**config.mk**
```make
export PLATFORM = sky130hd
export DESIGN_NAME = mnd_root_clkgen
export DESIGN_NICKNAME = d
export VERILOG_FILES = /design/src/rtl/rcgen_pkg.sv /design/src/rtl/rcgen_regs.sv /design/src/rtl/rcgen_prediv.sv /design/src/rtl/rcgen_mnd.sv /design/src/rtl/mnd_root_clkgen.sv
export SDC_FILE = /design/constraint.sdc
export NUM_CORES = 1
export LEC_CHECK = 0
export ABC_AREA = 1
export BUFFER_PORTS_ARGS = -buffer_cell sky130_fd_sc_hd__buf_2
export CAP_MARGIN = 25
export CORE_ASPECT_RATIO = 0.6
export CORE_UTILIZATION = 55
export DETAILED_ROUTE_END_ITERATION = 12
export HOLD_SLACK_MARGIN = 0.05
export PLACE_DENSITY = 0.81
export SLEW_MARGIN = 20
export SYNTH_ARGS = -nofsm -noshare
export SYNTH_HDL_FRONTEND = slang
export SYNTH_HIERARCHICAL = 1
export SYNTH_SLANG_ARGS = --single-unit
```
**constraint.sdc**
```tcl
create_clock -name clk -period 6.35 [get_ports clk]
set_input_delay 0.9525 -clock clk [delete_from_list [all_inputs] [get_ports clk]]
set_output_delay 0.9525 -clock clk [all_outputs]
set_load 0.05 [all_outputs]
```
**src/rtl/rcgen_pkg.sv**
```systemverilog
package rcgen_pkg;
  localparam int CFG_DIV_LSB  = 0;
  localparam int CFG_DIV_W    = 5;
  localparam int CFG_SEL_LSB  = 8;
  localparam int CFG_SEL_W    = 3;
  localparam int CFG_MODE_LSB = 12;
  localparam int CFG_MODE_W   = 2;
  localparam int CMD_UPD_BIT  = 0;

  localparam logic [CFG_MODE_W-1:0] MODE_DUAL = 2'd2;

  localparam int ADR_CMD = 0;
  localparam int ADR_CFG = 1;
  localparam int ADR_M   = 2;
  localparam int ADR_N   = 3;
  localparam int ADR_D   = 4;

  typedef struct packed {
    logic [CFG_MODE_W-1:0] mode;
    logic [CFG_SEL_W-1:0]  sel;
    logic [CFG_DIV_W-1:0]  div;
  } gen_cfg_t;
endpackage

```
**src/rtl/rcgen_regs.sv**
```systemverilog
module rcgen_regs
  import rcgen_pkg::*;
#(
  parameter int MND_W  = 16,
  parameter int DATA_W = 32,
  parameter int ADDR_W = 3
) (
  input  logic              clk,
  input  logic              rst_n,
  input  logic              reg_wr,
  input  logic [ADDR_W-1:0] reg_addr,
  input  logic [DATA_W-1:0] reg_wdata,
  output logic [DATA_W-1:0] reg_rdata,
  input  logic              commit_ok,
  output logic              commit,
  output gen_cfg_t          act_cfg,
  output logic [MND_W-1:0]  act_m,
  output logic [MND_W-1:0]  act_n,
  output logic [MND_W-1:0]  act_d
);
  localparam logic [ADDR_W-1:0] A_CMD = ADDR_W'(ADR_CMD);
  localparam logic [ADDR_W-1:0] A_CFG = ADDR_W'(ADR_CFG);
  localparam logic [ADDR_W-1:0] A_M   = ADDR_W'(ADR_M);
  localparam logic [ADDR_W-1:0] A_N   = ADDR_W'(ADR_N);
  localparam logic [ADDR_W-1:0] A_D   = ADDR_W'(ADR_D);

  gen_cfg_t         shd_cfg_q, act_cfg_q;
  logic [MND_W-1:0] shd_m_q, shd_n_q, shd_d_q;
  logic [MND_W-1:0] act_m_q, act_n_q, act_d_q;
  logic             pending_q;
  logic             cmd_set;

  assign cmd_set = reg_wr && (reg_addr == A_CMD) && reg_wdata[CMD_UPD_BIT];
  assign commit  = pending_q && commit_ok;

  always_ff @(posedge clk) begin
    if (!rst_n) begin
      shd_cfg_q <= '0;
      shd_m_q   <= '0;
      shd_n_q   <= '0;
      shd_d_q   <= '0;
    end else if (reg_wr) begin
      case (reg_addr)
        A_CFG: begin
          shd_cfg_q.div  <= reg_wdata[CFG_DIV_LSB +: CFG_DIV_W];
          shd_cfg_q.sel  <= reg_wdata[CFG_SEL_LSB +: CFG_SEL_W];
          shd_cfg_q.mode <= reg_wdata[CFG_MODE_LSB +: CFG_MODE_W];
        end
        A_M:     shd_m_q <= reg_wdata[MND_W-1:0];
        A_N:     shd_n_q <= reg_wdata[MND_W-1:0];
        A_D:     shd_d_q <= reg_wdata[MND_W-1:0];
        default: ;
      endcase
    end
  end

  always_ff @(posedge clk) begin
    if (!rst_n) begin
      pending_q <= 1'b0;
      act_cfg_q <= '0;
      act_m_q   <= '0;
      act_n_q   <= '0;
      act_d_q   <= '0;
    end else begin
      pending_q <= (pending_q && !commit_ok) || cmd_set;
      if (commit) begin
        act_cfg_q <= shd_cfg_q;
        act_m_q   <= shd_m_q;
        act_n_q   <= shd_n_q;
        act_d_q   <= shd_d_q;
      end
    end
  end

  always_comb begin
    reg_rdata = '0;
    case (reg_addr)
      A_CMD: reg_rdata[CMD_UPD_BIT] = pending_q;
      A_CFG: begin
        reg_rdata[CFG_DIV_LSB +: CFG_DIV_W]   = shd_cfg_q.div;
        reg_rdata[CFG_SEL_LSB +: CFG_SEL_W]   = shd_cfg_q.sel;
        reg_rdata[CFG_MODE_LSB +: CFG_MODE_W] = shd_cfg_q.mode;
      end
      A_M:     reg_rdata[MND_W-1:0] = shd_m_q;
      A_N:     reg_rdata[MND_W-1:0] = shd_n_q;
      A_D:     reg_rdata[MND_W-1:0] = shd_d_q;
      default: ;
    endcase
  end

  assign act_cfg = act_cfg_q;
  assign act_m   = act_m_q;
  assign act_n   = act_n_q;
  assign act_d   = act_d_q;


  upd_clear_chk: assert property (@(posedge clk) disable iff (!rst_n)
    $fell(pending_q) |-> $past(commit_ok));


  shadow_hold_chk: assert property (@(posedge clk) disable iff (!rst_n)
    !(pending_q && commit_ok) |=> ($stable(act_cfg_q) && $stable(act_m_q)
                                   && $stable(act_n_q) && $stable(act_d_q)));


  rearm_chk: assert property (@(posedge clk) disable iff (!rst_n)
    (pending_q && commit_ok && cmd_set) |=> pending_q);
endmodule

```
**src/rtl/rcgen_prediv.sv**
```systemverilog
module rcgen_prediv #(
  parameter int NSRC  = 8,
  parameter int SEL_W = 3,
  parameter int DIV_W = 5
) (
  input  logic             clk,
  input  logic             rst_n,
  input  logic [NSRC-1:0]  src_tick,
  input  logic [SEL_W-1:0] sel,
  input  logic [DIV_W-1:0] divf,
  output logic             wrap,
  output logic             phase_hi
);
  localparam int CW = DIV_W + 1;

  logic          tick;
  logic [CW-1:0] per;
  logic [CW-1:0] cnt_q;
  logic          last;

  always_comb begin
    tick = 1'b0;
    for (int i = 0; i < NSRC; i++) begin
      if (sel == SEL_W'(i)) tick = src_tick[i];
    end
  end

  assign per      = (divf == '0) ? CW'(2) : (CW'(divf) + CW'(1));
  assign last     = (cnt_q == per - CW'(1));
  assign wrap     = tick && last;
  assign phase_hi = ({cnt_q, 1'b0} < {1'b0, per});

  always_ff @(posedge clk) begin
    if (!rst_n)    cnt_q <= '0;
    else if (tick) cnt_q <= last ? '0 : cnt_q + CW'(1);
  end


  idle_hold_chk: assert property (@(posedge clk) disable iff (!rst_n)
    !tick |=> $stable(cnt_q));


  phase_range_chk: assert property (@(posedge clk) disable iff (!rst_n)
    cnt_q < per);
endmodule

```
**src/rtl/rcgen_mnd.sv**
```systemverilog
module rcgen_mnd #(
  parameter int W = 16
) (
  input  logic         clk,
  input  logic         rst_n,
  input  logic         en,
  input  logic         step,
  input  logic         restart,
  input  logic [W-1:0] m,
  input  logic [W-1:0] nf,
  input  logic [W-1:0] df,
  output logic         level_hi
);
  logic [W-1:0] n_val, d2, acc_q, acc_d;
  logic [W:0]   sum;

  assign n_val    = ~nf + m;
  assign d2       = ~df;
  assign sum      = {1'b0, acc_q} + {1'b0, m};
  assign acc_d    = (sum >= {1'b0, n_val}) ? W'(sum - {1'b0, n_val}) : sum[W-1:0];
  assign level_hi = ({acc_q, 1'b0} < {1'b0, d2});

  always_ff @(posedge clk) begin
    if (!rst_n)           acc_q <= '0;
    else if (restart)     acc_q <= '0;
    else if (en && step)  acc_q <= acc_d;
  end


  acc_range_chk: assert property (@(posedge clk) disable iff (!rst_n)
    (en && !restart && (n_val > m) && (acc_q < n_val)) |=> (acc_q < $past(n_val)));


  acc_idle_chk: assert property (@(posedge clk) disable iff (!rst_n)
    (!en && !restart) |=> $stable(acc_q));
endmodule

```
**src/rtl/mnd_root_clkgen.sv**
```systemverilog
module mnd_root_clkgen
  import rcgen_pkg::*;
#(
  parameter int NSRC   = 8,
  parameter int MND_W  = 16,
  parameter int DATA_W = 32,
  parameter int ADDR_W = 3
) (
  input  logic              clk,
  input  logic              rst_n,
  input  logic [NSRC-1:0]   src_tick,
  input  logic              reg_wr,
  input  logic [ADDR_W-1:0] reg_addr,
  input  logic [DATA_W-1:0] reg_wdata,
  output logic [DATA_W-1:0] reg_rdata,
  output logic              clk_out
);
  gen_cfg_t         act_cfg;
  logic [MND_W-1:0] act_m, act_n, act_d;
  logic             commit, wrap, phase_hi, mnd_hi, mnd_en;

  rcgen_regs #(.MND_W(MND_W), .DATA_W(DATA_W), .ADDR_W(ADDR_W)) u_regs (
    .clk(clk), .rst_n(rst_n),
    .reg_wr(reg_wr), .reg_addr(reg_addr), .reg_wdata(reg_wdata),
    .reg_rdata(reg_rdata),
    .commit_ok(wrap), .commit(commit),
    .act_cfg(act_cfg), .act_m(act_m), .act_n(act_n), .act_d(act_d)
  );

  rcgen_prediv #(.NSRC(NSRC), .SEL_W(CFG_SEL_W), .DIV_W(CFG_DIV_W)) u_prediv (
    .clk(clk), .rst_n(rst_n),
    .src_tick(src_tick), .sel(act_cfg.sel), .divf(act_cfg.div),
    .wrap(wrap), .phase_hi(phase_hi)
  );

  assign mnd_en = (act_cfg.mode == MODE_DUAL) && (act_m != '0);

  rcgen_mnd #(.W(MND_W)) u_mnd (
    .clk(clk), .rst_n(rst_n),
    .en(mnd_en), .step(wrap), .restart(commit),
    .m(act_m), .nf(act_n), .df(act_d),
    .level_hi(mnd_hi)
  );

  assign clk_out = mnd_en ? mnd_hi : phase_hi;
endmodule

```
==> results of run 1 <==
## power breakdown
group          internal [mW]  total (mW)  switching [mW]  leakage, nW
registers              0.890       0.905          0.0148         1.12
logic                 0.0642       0.241           0.176         4.11
clock network          0.660        1.06           0.395        0.297
## worst min-delay path, delay by kind of cell, from the launching register on
family,cells,cell delay (ns)
flip-flops,1,0.31
AO/OA/AOI/OAI,1,0.06
buffers and inverters,1,0.07
## layout make-up
type                       count  area (µm²)
timing repair buffer          49         255
fill                        1606        6620
clock inverter                13         193
tap                          234         293
inverter                     232         871
clock buffer                  18         429
multi-input combinational   1128        5830
sequential                   139        2780
## worst max path at each step
stage / start / endpoint / slack [ns] / cells after the start
after CTS: u_regs/act_n[4] / u_mnd/acc_q[13] / 2.02 / 19
after detailed placement: u_regs/act_n[4] / u_mnd/acc_q[13] / 2.04 / 19
after global routing: u_regs/act_n[4] / u_mnd/acc_q[13] / 1.51 / 19
after floorplan: u_regs/act_m[0] / u_mnd/acc_q[1] / 3.21 / 22
after global placement: u_regs/act_m[2] / u_mnd/acc_q[9] / 2.16 / 19
final: u_regs/act_n[4] / u_mnd/acc_q[13] / 1.78 / 19
## synthesized netlist by cell type (all sizes together)
cell	instances	area share [%]
nand2	411	16
nor2	240	10
inv	231	8.8
dfxtp	139	28
a21oi	96	4.9
nand3	92	4.8
o21ai	79	4.0
ha	71	9.1
nand4	48	3.1
buf	47	3.1
xor2	21	1.9
clkbuf	19	0.73
xnor2	13	1.2
o211ai	10	0.77
nand3b	7	0.54
nor3	7	0.36
and2	3	0.19
fa	3	0.61
a31oi	2	0.13
o21bai	2	0.19
o31ai	2	0.15
a2111oi	1	0.089
a211oi	1	0.077
a21boi	1	0.077
a21o	1	0.077
clkinv	1	0.038
conb	1	0.038
o2111ai	1	0.089
## per-layer routing
metal	track usage, %	share of wire (%)	wire, µm	vias up
li1	-	-	-	4910
met1	44.6	46	12900	4593
met2	47.0	42	11800	433
met3	7.14	10	2930	35
met4	5.33	1.0	289	0
met5	0	0	0	-
## sequential cells by signal, summed over array words and instances, names as in the netlist
register and flops:
u_regs/shd_n_q 16, u_regs/shd_d_q 16, u_regs/act_n 16, u_regs/shd_cfg_q 10, u_regs/act_d 16, u_regs/pending_q 1, u_regs/shd_m_q 16, u_prediv/cnt_q 6
u_regs/act_cfg 10, u_regs/act_m 16, u_mnd/acc_q 16
## cells by family (layout without fill, tap and decap cells)
kind of cell | count (synthesis) | in the layout | share of synthesized area, %
simple gates | 808 | 808 | 35.5
flops | 139 | 139 | 28.4
buf+inv | 298 | 312 | 12.7
compound gates | 196 | 196 | 10.6
xor+xnor | 34 | 34 | 3.04
fa+ha+maj | 74 | 74 | 9.68
other cells | 1 | 16 | 0.0383
==> summary.txt, run 1 <==
Clock network
  – Clk sink count: 139
  – Max H-tree Level: 4
  – TritonCTS buffer count: 17
  – Worst-Skew Late Latency: 0.42 ns
  – # Post-CTS Setup Buffers: 0
  – Reg clk slew, reported paths: 0.06 ns
  – # hold bufs at CTS: 0
  – CTS tree: done
  – Bufs on Longest Clock Path: 2
  – Root Buffer: clkbuf_16
  – # resized after CTS: 0

Outcome
  – Status: complete, no violations

Final layout
  – Commonest non-fill, non-tap cells in the layout: nand2_1 (390), inv_1 (227), nor2_1 (226)
  – Layout area overhead: 8.71%
  – NumNets Final: 1687
  – Cell area after layout: 0.0107 mm²
  – Post-route insts no fill: 1813
  – Ant. Diodes: 0
  – Layout cells sized above 1: 7.73%
  – Final core utilization: 61.7%
  – Commonest non-fill, non-tap cell in the layout: nand2_1

Worst setup path
  – RR Startpoint: u_regs/act_n[4]
  – Delay-heaviest family, CP: compound AO/OA/AOI/OAI gates
  – Reg2Reg Depth: 19
  – WS Path Type: reg -> reg
  – Crit path DAT: 4.90 ns
  – Reg-to-reg slack, setup: 1.78 ns
  – CP peak stage delay: 0.76 ns
  – Cell breakdown of the critical path: inv_1 > ha_1 > a21oi_1 > a21boi_0 > o21ai_0 > a21oi_1 > xor2_1 > ha_1 > nand2_1 > nor2_1 > nand2_1 > nor2_1 > nor2_1 > nand2_2 > nor2_8 > nand2_4 > nand2_1 > nand3_1 > a21oi_1
  – CP required: 6.68 ns
  – Bufs and invs on worst path: 1
  – Startpoint Class: flip-flop
  – Worst r2r dst: u_mnd/acc_q[13]
  – Slowest CP cell: a21boi_0
  – Max FO, Critical Path: 17
  – Setup crit end kind: flip-flop

Logic synthesis
  – Mapped Cells: 1550
  – Cell variety after synth: 41
  – Sequential area share after synthesis: 28.4%
  – Synth Cell Area: 0.00980 mm²
  – Flops & latches, synth: 139
  – Synth warnings: 6
  – Avg Cell Area, Syn: 6.32 µm²

Timing
  – Setup TNS: 0 ns
  – Fmax: 0.219 GHz
  – Worst slew margin: 36.8%
  – Pins Over Slew Limit: 0
  – Hold Fails Final Rpt: 0
  – Fin Hold WS: 0.484 ns
  – Final setup viols: 0
  – Final WS setup: 1.78 ns
  – Period utilisation layout: 72.0%
  – RSZ-0062 raised after global routing: no
  – Measured slew at the worst slew-check pin: 0.939 ns
  – Worst clock skew: 0.0100 ns
  – Tmin final: 4.57 ns

Global routing
  – Vias in the first global route: 9039
  – Pin count of the biggest net entering global routing: 73
  – Initial antenna violation count: 0
  – First-pass GRT wire length: 45500 µm
  – Grt total ovfl: 0
  – All-Layer GR Usage: 30.9%

Die
  – Core area: 0.0173 mm²
  – Chip Width: 174 µm
  – Site Rows: 37
  – DIE AREA: 0.0184 mm²
  – Initial Utilization: 56.7%
  – Io pins: 79
  – Die height: 105 µm

Place
  – Placed cell areas: 0.0100 mm²
  – Routability congestion estimate: 0.948
  – Placed wire-length estimate: 20600 µm
  – PortBufs: 46
  – Dpl cells: 1782
  – Pre-CTS WS: 2.04 ns

Power
  – Power, Total: 2.20 mW
  – Maximum vdd ir drop: 0.167 mV
  – Pleak: 5.53 nW
  – Pwr/cell area: 207 mW/mm²

Routing
  – Final ANT Viol Nets: 0
  – Final WL: 27900 µm
  – Initial DRC Count: 1281
  – DRC viols: 0
  – Drt first pass iters: 5
  – Routed WL per cell: 15.4 µm
  – Vias per Instance: 5.50
  – Vias: 9971

Hold path
  – Type of the most critical hold path: reg -> reg
  – Hold Crit Depth: 2
  – Hold Path End: u_regs/act_cfg[8]
  – Hold path startpoint: u_regs/shd_cfg_q[8]

Run
  – Max-cap violations: 0
No activity file was read; power rests on OpenSTA's default activity.
==> run 2: changes to the inputs <==
Clock period 6.35 ns to 4.8 ns, I/O delays scaled along.
==> run 2 against run 1 <==
Worst hold slack worse by 0.012 ns. Die area is the same. Critical path depth is 1 higher. Utilization shrank 0.20 points. Setup slack worse by 1.1 ns. Combinational power increased by 32%. Register-to-register slack worse by 1.1 ns. Total power grew 27%.
==> summary.txt, run 2 (synthesis results as in run 1) <==
Final layout
  – Final core utilization: 61.5% (-0.20 points)
  – Layout cells sized above 1: 7.84% (+0.11 points)
  – Layout area overhead: 8.36%
  – Post-route insts no fill: 1816 (+0.17%)
  – Commonest non-fill, non-tap cells in the layout: nand2_1 (390), inv_1 (227), nor2_1 (226)
  – NumNets Final: 1691 (+0.24%)
  – Commonest non-fill, non-tap cell in the layout: nand2_1
  – Ant. Diodes: 0 (unchanged)

Routing
  – Initial DRC Count: 1204 (-6.0%)
  – DRC viols: 0 (unchanged)
  – Vias per Instance: 5.52 (+0.44%)
  – Final WL: 27900 µm (+0.11%)
  – Final ANT Viol Nets: 0 (unchanged)
  – Vias: 10000 (+0.60%)
  – Drt first pass iters: 5 (unchanged)
  – Routed WL per cell: 15.4 µm (about the same)

Worst setup path
  – Bufs and invs on worst path: 1 (unchanged)
  – CP most frequent cell: nand2_1
  – Startpoint Class: flip-flop
  – CP required: 5.15 ns (-1.53 ns)
  – CP peak stage delay: 0.48 ns (-0.28 ns)
  – Crit path DAT: 4.50 ns (-0.40 ns)
  – WP depth: 20 (+1)
  – Delay-heaviest family, CP: simple AND/OR/NAND/NOR gates
  – Reg2Reg Depth: 20 (+1)
  – Reg-to-reg slack, setup: 0.65 ns (-1.13 ns)
  – Slowest CP cell: dfxtp_1
  – Max FO, Critical Path: 17 (unchanged)
  – Setup crit end kind: flip-flop
  – Cell breakdown of the critical path: inv_1 > fa_1 > o21ai_1 > a31oi_1 > o21ai_1 > nand2_1 > nand2_1 > xnor2_1 > ha_1 > nand2_1 > nor2_1 > nand2_1 > nor2_1 > nor2_1 > nand2_2 > nor2_8 > nand2_4 > nand2_1 > nand3_1 > a21oi_1
  – WS Path Type: reg -> reg

Place
  – PortBufs: 46 (unchanged)
  – Routability congestion estimate: 0.956 (+0.80%)
  – Placed wire-length estimate: 20800 µm (+1.1%)
  – Pre-CTS WS: 0.807 ns (-1.24 ns)
  – Dpl cells: 1786 (+0.22%)

Power
  – Power, Total: 2.79 mW (+27%)
  – Switching pwr: 768 µW (+31%)
  – Pwr/cell area: 263 mW/mm² (+27%)
  – Comb pwr share: 11.4% (+0.5 points)
  – Clock power frac: 45.7% (-2.3 points)
  – Switching Share: 27.5% (+0.87 points)
  – Pleak: 5.52 nW (-0.17%)
  – Int Pwr: 2.02 mW (+25%)
  – Maximum vdd ir drop: 0.234 mV (+40%)
  – Share of power burned in registers: 42.9% (+1.8 points)

Die
  – Io pins: 79 (unchanged)
  – Die height: 105 µm (unchanged)
  – Initial Utilization: 56.7% (unchanged)
  – Chip Width: 174 µm (unchanged)
  – Core area: 0.0173 mm² (unchanged)
  – Site Rows: 37 (unchanged)
  – DIE AREA: 0.0184 mm² (unchanged)

Clock network
  – CTS tree: done
  – Worst-Skew Late Latency: 0.43 ns (about the same)
  – # hold bufs at CTS: 0 (unchanged)
  – Clk sink count: 139 (unchanged)
  – Max H-tree Level: 4 (unchanged)
  – Root Buffer: clkbuf_16
  – Bufs on Longest Clock Path: 2 (unchanged)
  – Reg clk slew, reported paths: 0.06 ns (about the same)
  – # resized after CTS: 0 (unchanged)
  – # Post-CTS Setup Buffers: 0 (unchanged)
  – TritonCTS buffer count: 17 (unchanged)

Global routing
  – Pin count of the biggest net entering global routing: 96 (+32%)
  – Grt total ovfl: 0 (unchanged)
  – All-Layer GR Usage: 31.3% (+0.46 points)
  – Initial antenna violation count: 0 (unchanged)
  – Vias in the first global route: 9073 (+0.38%)
  – First-pass GRT wire length: 45600 µm (+0.17%)

Timing
  – Final WS setup: 0.651 ns (-1.13 ns)
  – Final setup viols: 0 (unchanged)
  – Fmax: 0.241 GHz (+10%)
  – Hold Fails Final Rpt: 0 (unchanged)
  – Period utilisation layout: 86.4% (+14 points)
  – Worst slew margin: 39.6% (+2.7 points)
  – Setup TNS: 0 ns (unchanged)
  – Tmin final: 4.15 ns (-0.422 ns)
  – Worst clock skew: 0.0101 ns (+0.0000402 ns)
  – Measured slew at the worst slew-check pin: 0.906 ns (-0.0326 ns)
  – Pins Over Slew Limit: 0 (unchanged)
  – RSZ-0062 raised after global routing: no

Outcome
  – Status: complete, no violations

Run
  – Max-cap violations: 0 (unchanged)

Hold path
  – Type of the most critical hold path: reg -> reg
  – Hold Crit Depth: 2 (unchanged)
==> run 2: power by group through the flow <==
| stage | combinational, mW | clock, mW | sequential, mW |
|---|---|---|---|
| after floorplan | 0.241 | 0 | 1.21 |
| after global placement | 0.306 | 0 | 1.22 |
| final | 0.318 | 1.27 | 1.20 |
| after global routing | 0.350 | 1.33 | 1.20 |
| after detailed placement | 0.310 | 0 | 1.22 |
| after CTS | 0.312 | 1.27 | 1.20 |
==> run 2: worst min-delay path, cell delays in order (launching register included) <==
cell and delay [ns]:
dfxtp_1 0.31, inv_1 0.06, a21oi_1 0.06
==> run 2: metal layers <==
layer | part of all wire [%] | global-route usage [%] | up-vias | wire length [µm]
met5 | 0 | 0 | - | 0
met4 | 1.8 | 8.33 | 0 | 490
met3 | 12 | 8.44 | 44 | 3410
met2 | 40 | 44.9 | 454 | 11100
met1 | 46 | 45.6 | 4613 | 12900
li1 | - | - | 4920 | -
==> run 2: path summary, 6_finish.rpt <==
kind / from / end
worst max-delay path: u_regs/act_m[1] / u_mnd/acc_q[6]
worst min-delay path: u_regs/shd_n_q[15] / u_regs/act_n[15]
worst max register to register: u_regs/act_m[1] / u_mnd/acc_q[6]
worst min register to register: u_regs/shd_n_q[15] / u_regs/act_n[15]
==> run 2: stage by stage <==
stage / hold slack, ns / cell area [µm²]
finish: 0.472 / 10600
global route: 0.493 / 10600
CTS: 0.468 / 10600
detailed placement: 0.461 / 10100
global placement: 0.458 / 10100
floorplan: 0.439 / 9850
==> run 2: area by class of cell <==
class                      count  area [µm²]
inverter                     232         871
timing repair buffer          53         285
fill                        1633        6650
sequential                   139        2780
clock inverter                11         125
tap                          234         293
clock buffer                  19         433
multi-input combinational   1128        5830
